<file path="config.mk">
export PLATFORM = sky130hd
export DESIGN_NAME = duty_clkgen
export DESIGN_NICKNAME = d
export VERILOG_FILES = /design/src/rtl/duty_clkgen_pkg.sv /design/src/rtl/duty_rst_sync.sv /design/src/rtl/duty_slot_ctr.sv /design/src/rtl/duty_cfg_shadow.sv /design/src/rtl/duty_wave_gen.sv /design/src/rtl/duty_clkgen.sv
export SDC_FILE = /design/constraint.sdc
export NUM_CORES = 1
export LEC_CHECK = 0
export CAP_MARGIN = 20
export CELL_PAD_IN_SITES_DETAIL_PLACEMENT = 1
export CELL_PAD_IN_SITES_GLOBAL_PLACEMENT = 2
export CORE_UTILIZATION = 38
export CTS_BUF_LIST = sky130_fd_sc_hd__clkbuf_16
export DETAILED_ROUTE_END_ITERATION = 8
export HOLD_SLACK_MARGIN = 0.05
export PLACE_DENSITY_LB_ADDON = 0.2
export SLEW_MARGIN = 20
export SYNTH_ARGS = -nofsm -noshare
export SYNTH_HDL_FRONTEND = slang
export SYNTH_SLANG_ARGS = --single-unit
export TNS_END_PERCENT = 100
</file>
<file path="constraint.sdc">
create_clock -name clk -period 1.7 [get_ports clk]
set_input_delay 0.34 -clock clk [delete_from_list [all_inputs] [get_ports clk]]
set_output_delay 0.34 -clock clk [all_outputs]
set_load 0.005 [all_outputs]
</file>
<file path="src/rtl/duty_clkgen_pkg.sv">
package duty_clkgen_pkg;
  typedef enum logic {
    MODE_DELAY = 1'b0,
    MODE_DUTY  = 1'b1
  } gen_mode_e;

  typedef enum logic {
    RATE_1X = 1'b0,
    RATE_2X = 1'b1
  } gen_rate_e;
endpackage

</file>
<file path="src/rtl/duty_rst_sync.sv">
module duty_rst_sync #(
  parameter int STAGES = 2
) (
  input  logic clk,
  input  logic rst_n,
  output logic rst_i_n
);
  logic [STAGES-1:0] sync_q;
  logic [STAGES-1:0] sync_d;

  always_comb begin
    sync_d = {sync_q[STAGES-2:0], 1'b1};
  end

  always_ff @(posedge clk or negedge rst_n) begin
    if (!rst_n) sync_q <= '0;
    else        sync_q <= sync_d;
  end

  assign rst_i_n = sync_q[STAGES-1];

  // internal reset only deasserts after the external reset was already high
  a_r8_release_sync: assert property (@(posedge clk) disable iff (!rst_n)
    $rose(rst_i_n) |-> $past(rst_n));
endmodule

</file>
<file path="src/rtl/duty_slot_ctr.sv">
module duty_slot_ctr #(
  parameter int SLOT_W = 5
) (
  input  logic              clk,
  input  logic              rst_i_n,
  output logic [SLOT_W-1:0] slot,
  output logic              wrap
);
  localparam logic [SLOT_W-1:0] LAST = {SLOT_W{1'b1}};

  logic [SLOT_W-1:0] slot_d;

  always_comb begin
    wrap   = (slot == LAST);
    slot_d = slot + SLOT_W'(1);
  end

  always_ff @(posedge clk or negedge rst_i_n) begin
    if (!rst_i_n) slot <= '0;
    else          slot <= slot_d;
  end

  a_r7_slot_step: assert property (@(posedge clk) disable iff (!rst_i_n)
    (slot != LAST) |=> (slot == $past(slot) + SLOT_W'(1)));
  a_r7_slot_wrap: assert property (@(posedge clk) disable iff (!rst_i_n)
    (slot == LAST) |=> (slot == '0));
endmodule

</file>
<file path="src/rtl/duty_cfg_shadow.sv">
module duty_cfg_shadow
  import duty_clkgen_pkg::*;
#(
  parameter int COARSE_W = 2,
  parameter int FINE_W   = 3,
  localparam int SLOT_W  = COARSE_W + FINE_W,
  localparam int DUTY_W  = COARSE_W + 2 * FINE_W
) (
  input  logic              clk,
  input  logic              rst_i_n,
  input  logic              load_en,
  input  logic [DUTY_W-1:0] cfg_duty,
  input  logic              cfg_mode,
  input  logic              cfg_rate,
  output logic [SLOT_W-1:0] n_slots,
  output gen_mode_e         mode_q,
  output gen_rate_e         rate_q
);
  localparam logic [COARSE_W-1:0] RST_COARSE = COARSE_W'((1 << (COARSE_W - 1)) - 1);
  localparam logic [DUTY_W-1:0]   RST_DUTY   = {RST_COARSE, {FINE_W{1'b0}}, {FINE_W{1'b1}}};
  localparam logic [SLOT_W:0]     N_MAX      = (SLOT_W+1)'((1 << SLOT_W) - 1);

  logic [DUTY_W-1:0]   duty_q, duty_d;
  gen_mode_e           mode_d;
  gen_rate_e           rate_d;
  logic [COARSE_W-1:0] coarse;
  logic [FINE_W-1:0]   fine;
  logic [SLOT_W:0]     n_full;

  // next-state: hold unless the period boundary is reached
  always_comb begin
    duty_d = duty_q;
    mode_d = mode_q;
    rate_d = rate_q;
    if (load_en) begin
      duty_d = cfg_duty;
      mode_d = gen_mode_e'(cfg_mode);
      rate_d = gen_rate_e'(cfg_rate);
    end
  end

  always_ff @(posedge clk or negedge rst_i_n) begin
    if (!rst_i_n) begin
      duty_q <= RST_DUTY;
      mode_q <= MODE_DELAY;
      rate_q <= RATE_1X;
    end else begin
      duty_q <= duty_d;
      mode_q <= mode_d;
      rate_q <= rate_d;
    end
  end

  // two-level decode: coarse MSB selects which fine field counts
  always_comb begin
    coarse = duty_q[DUTY_W-1 -: COARSE_W];
    if (coarse[COARSE_W-1]) fine = duty_q[2*FINE_W-1 -: FINE_W];
    else                    fine = duty_q[FINE_W-1:0];
    n_full = {1'b0, coarse, fine} + (SLOT_W+1)'(1);
    if (n_full > N_MAX) n_slots = N_MAX[SLOT_W-1:0];
    else                n_slots = n_full[SLOT_W-1:0];
  end

  always_comb begin
    if (rst_i_n) begin
      a_r1_n_range: assert (n_slots != '0);
    end
  end

  a_r6_shadow_hold: assert property (@(posedge clk) disable iff (!rst_i_n)
    !load_en |=> ($stable(duty_q) && $stable(mode_q) && $stable(rate_q)));
endmodule

</file>
<file path="src/rtl/duty_wave_gen.sv">
module duty_wave_gen
  import duty_clkgen_pkg::*;
#(
  parameter int SLOT_W = 5,
  localparam int HALF_W = SLOT_W - 1
) (
  input  logic              clk,
  input  logic              rst_i_n,
  input  logic [SLOT_W-1:0] slot,
  input  logic [SLOT_W-1:0] n_slots,
  input  gen_mode_e         mode,
  input  gen_rate_e         rate,
  output logic              clk_out
);
  logic [SLOT_W-1:0] diff_full;
  logic [HALF_W-1:0] n_half;
  logic [HALF_W-1:0] diff_half;
  logic              duty_hi, delay1_hi, delay2_hi, out_d;

  always_comb begin
    duty_hi   = (slot < n_slots);
    diff_full = slot - n_slots;
    delay1_hi = ~diff_full[SLOT_W-1];
    n_half    = n_slots[SLOT_W-1:1];
    if (n_half == '0) n_half = HALF_W'(1);
    diff_half = slot[HALF_W-1:0] - n_half;
    delay2_hi = ~diff_half[HALF_W-1];
    if (mode == MODE_DUTY)   out_d = duty_hi;
    else if (rate == RATE_2X) out_d = delay2_hi;
    else                      out_d = delay1_hi;
  end

  always_ff @(posedge clk or negedge rst_i_n) begin
    if (!rst_i_n) clk_out <= 1'b0;
    else          clk_out <= out_d;
  end

  a_r3_duty_head: assert property (@(posedge clk) disable iff (!rst_i_n)
    (mode == MODE_DUTY && slot == '0) |=> clk_out);
  a_r3_duty_tail: assert property (@(posedge clk) disable iff (!rst_i_n)
    (mode == MODE_DUTY && slot == {SLOT_W{1'b1}}) |=> !clk_out);
  a_r4_delay_rise: assert property (@(posedge clk) disable iff (!rst_i_n)
    (mode == MODE_DELAY && rate == RATE_1X && slot == n_slots) |=> clk_out);
  a_r5_half_rise: assert property (@(posedge clk) disable iff (!rst_i_n)
    (mode == MODE_DELAY && rate == RATE_2X && slot[HALF_W-1:0] == n_half) |=> clk_out);
endmodule

</file>
<file path="src/rtl/duty_clkgen.sv">
module duty_clkgen
  import duty_clkgen_pkg::*;
#(
  parameter int COARSE_W = 2,
  parameter int FINE_W   = 3,
  localparam int SLOT_W  = COARSE_W + FINE_W,
  localparam int DUTY_W  = COARSE_W + 2 * FINE_W
) (
  input  logic              clk,
  input  logic              rst_n,
  input  logic [DUTY_W-1:0] cfg_duty,
  input  logic              cfg_mode,
  input  logic              cfg_rate,
  output logic              clk_out
);
  logic              rst_i_n;
  logic [SLOT_W-1:0] slot;
  logic              wrap;
  logic [SLOT_W-1:0] n_slots;
  gen_mode_e         mode_q;
  gen_rate_e         rate_q;

  duty_rst_sync #(.STAGES(2)) u_rst (
    .clk(clk), .rst_n(rst_n), .rst_i_n(rst_i_n)
  );

  duty_slot_ctr #(.SLOT_W(SLOT_W)) u_ctr (
    .clk(clk), .rst_i_n(rst_i_n), .slot(slot), .wrap(wrap)
  );

  duty_cfg_shadow #(.COARSE_W(COARSE_W), .FINE_W(FINE_W)) u_cfg (
    .clk(clk), .rst_i_n(rst_i_n), .load_en(wrap),
    .cfg_duty(cfg_duty), .cfg_mode(cfg_mode), .cfg_rate(cfg_rate),
    .n_slots(n_slots), .mode_q(mode_q), .rate_q(rate_q)
  );

  duty_wave_gen #(.SLOT_W(SLOT_W)) u_wave (
    .clk(clk), .rst_i_n(rst_i_n), .slot(slot), .n_slots(n_slots),
    .mode(mode_q), .rate(rate_q), .clk_out(clk_out)
  );

  a_r8_out_low_in_reset: assert property (@(posedge clk) disable iff (!rst_n)
    !rst_i_n |-> !clk_out);
endmodule

</file>
==> out/summary.txt <==
GRT Util Overall -> 0.199
Vias in the first global route -> 828
Yosys cell types -> 31
Core area -> 0.00252 mm²
GRT Max-Usage Layer -> met2
Fin. max-slew vios -> 0
Area contributors post-synth -> dfrtp_1, ha_1, mux2_2
Gpl congestion -> 0.758
PortBufs -> 12
Relative slew slack -> 0.564
Gate Count Post-Synth -> 92
Status -> finished, violations left
CP Max Fanout -> 4
Fin crit share -> 1.44
Core Util, Final -> 0.573
Pre-Repair DR Iteration Count -> 2
Die ar. -> 0.00294 mm²
Clock skew -> 1.21 ps
CTS Root Cell -> clkbuf_16
Switching Power -> 0.000255 W
Worst setup SP type -> flop
Max Clk Rate -> 408 MHz
Hold_ws -> 250 ps
Beginning of the worst register-to-register path -> u_cfg.duty_q[7]
Yosys warning count -> 0
Chip width -> 54.2 µm
Global Route met2 Usage -> 0.317
Maxcap violations -> 0
RSZ-0062 raised after global routing -> true
Synth Area per Inst -> 11.2 µm²
CTS tree -> yes
Grt met1 use -> 0.267
Met3 usage -> 0.0424
Synthesized area -> 0.00103 mm²
DR iter-0 viols -> 4
CTS max path bufs -> 2
DP HPWL -> 1860 µm
Placed inst area -> 0.00134 mm²
Hold Path Class -> input pin to asynchronous set/reset pin
VDD IR-drop max -> 0.000638 V
Pre-CTS setup slack -> -829 ps
FF-to-FF path depth -> 12
Reg power frac -> 0.415
Area leader, netlist -> dfrtp_1
FF-to-FF End -> u_wave.clk_out
Ys async rst share -> 1.00
Std-Cell Rows -> 18
H-tree Lvls -> 1
Vias per Instance -> 5.18
CTS buffer count -> 3
Area grow syn2layout -> 39.8%
Fin crit period -> 2450 ps
DRC violations left -> 0
Ports -> 13
Setup TNS Final -> -752 ps
Clk pwr share -> 0.411
Pin count of the biggest net entering global routing -> 17
Hold-fix buffers at CTS -> 0
Seq/Total Area, Yosys -> 0.440
Slew @ Worst Pin -> 654 ps
Vias -> 803
Failing checks -> negative setup slack
Nature of the critical path endpoint -> flop
Final net count -> 147
Post-synth top cells -> dfrtp_1, mux2_2, ha_1
Main flop type after synthesis -> dfrtp_1
Final WS setup -> -752 ps
WL final -> 2380 µm
Pleak -> 0.640 nW
Flop2flop setup slack -> -750 ps
Final setup fails -> 1
Routed len/inst -> 15.4 µm
Hold Vio Cnt, Final -> 0
Worst-path clk slew -> 50 ps
Grt ovf -> 0
Share of cells above drive strength 1 -> 0.376
Die Span Y -> 54.2 µm
Initial Util -> 0.410
Worst skew pair latency -> 240 ps
Crit path kind -> flop to flop
Synthesis-stage register bit count -> 18
Worst Path Arrival -> 2580 ps
Initial antenna violation count -> 0
Data required, critical path -> 1830 ps
Top-count cell post-synth -> dfrtp_1
Final instance area -> 0.00145 mm²
Synthesized net count -> 113
Post-synth EDFFs -> 0
Pint -> 0.000880 W
Post-synth top area share -> 0.339
Combinational fraction of design power -> 0.174
Ant diodes -> 0
PD cells -> 785 mW/mm²
CTS Sinks -> 18
First-pass GRT wire length -> 3950 µm
ANT nets after route -> 0
Sw frac -> 0.225
per-layer routing:
layer | vias up | share of wire
met5 | - | 0
met4 | 0 | 0.0080
met3 | 2 | 0.013
met2 | 7 | 0.51
met1 | 397 | 0.47
li1 | 397 | -
power by group through the flow:
stage / Sequential (W) / Combinational, W / Clock (W)
after CTS: 0.000473 / 0.000199 / 0.000482
after floorplan: 0.000476 / 0.000103 / 0
after detailed placement: 0.000480 / 0.000192 / 0
final: 0.000472 / 0.000197 / 0.000467
after global placement: 0.000479 / 0.000184 / 0
after global routing: 0.000475 / 0.000216 / 0.000502
how the worst max path moves through the flow:
stage / start / end / slack, ps / depth (start not counted)
floorplan: u_cfg.duty_q[7] / u_wave.clk_out / -740 / 14
global placement: u_cfg.duty_q[7] / u_wave.clk_out / -790 / 13
detailed placement: u_cfg.duty_q[7] / u_wave.clk_out / -830 / 13
CTS: u_cfg.duty_q[7] / u_wave.clk_out / -760 / 12
global route: u_cfg.duty_q[7] / u_wave.clk_out / -880 / 13
finish: u_cfg.duty_q[7] / u_wave.clk_out / -750 / 12
through the flow:
step	std cells	power, W
after global placement	150	0.000662
after detailed placement	150	0.000672
after CTS	155	0.00115
final	155	0.00114
after global routing	155	0.00119
after floorplan	92	0.000579
sequential cells by signal, summed over array words and instances, names as in the netlist:
register	cells
u_cfg.duty_q	8
u_ctr.slot	5
u_rst.sync_q	2
u_cfg.mode_q	1
u_cfg.rate_q	1
u_wave.clk_out	1
area by class of cell:
cell class / instances / area [µm²]
clock buffers: 3 / 75.1
clock inverters: 1 / 3.75
fillers: 286 / 1080
inverters: 3 / 11.3
multi-input cells: 68 / 593
flip-flops and latches: 18 / 455
well taps: 30 / 37.5
repair buffers: 32 / 270
logic make-up after synthesis:
| group | count (synthesis) | share of synthesized area |
|---|---|---|
| xor+xnor | 7 | 0.0593 |
| buf+inv | 6 | 0.0302 |
| compound gates | 18 | 0.137 |
| other cells | 1 | 0.00362 |
| flops | 18 | 0.440 |
| mux | 10 | 0.109 |
| fa+ha+maj | 9 | 0.109 |
| simple gates | 23 | 0.112 |
layout by cell type (no fill, tap or decap):
master / Yosys / layout
conb_1: 1 / 1
nor3_2: 0 / 1
nor3_1: 4 / 3
inv_1: 3 / 3
dfstp_2: 4 / 4
a31oi_2: 1 / 2
clkbuf_16: 0 / 3
nand2b_1: 2 / 2
mux2_2: 10 / 9
and3_1: 1 / 1
clkdlybuf4s50_1: 0 / 12
dfrtp_1: 14 / 14
nor2_1: 2 / 2
nand2_1: 7 / 7
a21oi_2: 1 / 1
clkinv_1: 0 / 1
nand3_1: 4 / 3
ha_4: 0 / 2
nand3_2: 0 / 1
o31ai_2: 1 / 1
nor2b_1: 1 / 1
o211ai_1: 1 / 1
xor2_1: 3 / 3
mux2_4: 0 / 1
buf_4: 0 / 20
a31oi_4: 1 / 1
o21ai_0: 7 / 4
a41oi_1: 1 / 1
and3_4: 1 / 1
a311o_1: 1 / 1
o21a_1: 1 / 1
and2_1: 1 / 1
ha_1: 9 / 7
o21ai_1: 0 / 3
xnor2_1: 4 / 4
a21oi_1: 1 / 1
a31oi_1: 2 / 1
critical path: stages (launching register included):
cell and delay [ps]:
dfrtp_1 410, mux2_4 320, ha_4 180, nand3_2 60, o21ai_1 60, nand2_1 90
o21ai_0 90, ha_1 290, o21a_1 180, nor2_1 110, a21oi_2 50, xnor2_1 150
a311o_1 350
what timing repair did:
item | in CTS | in global routing
resized for setup | 2 | 2
pin swaps | 6 | 2
setup endpoints to repair | 10 | 6
buffers inserted | 1 | 0
endpoints found under the hold margin | 0 | 0
Power figures use the tool's default switching activity.
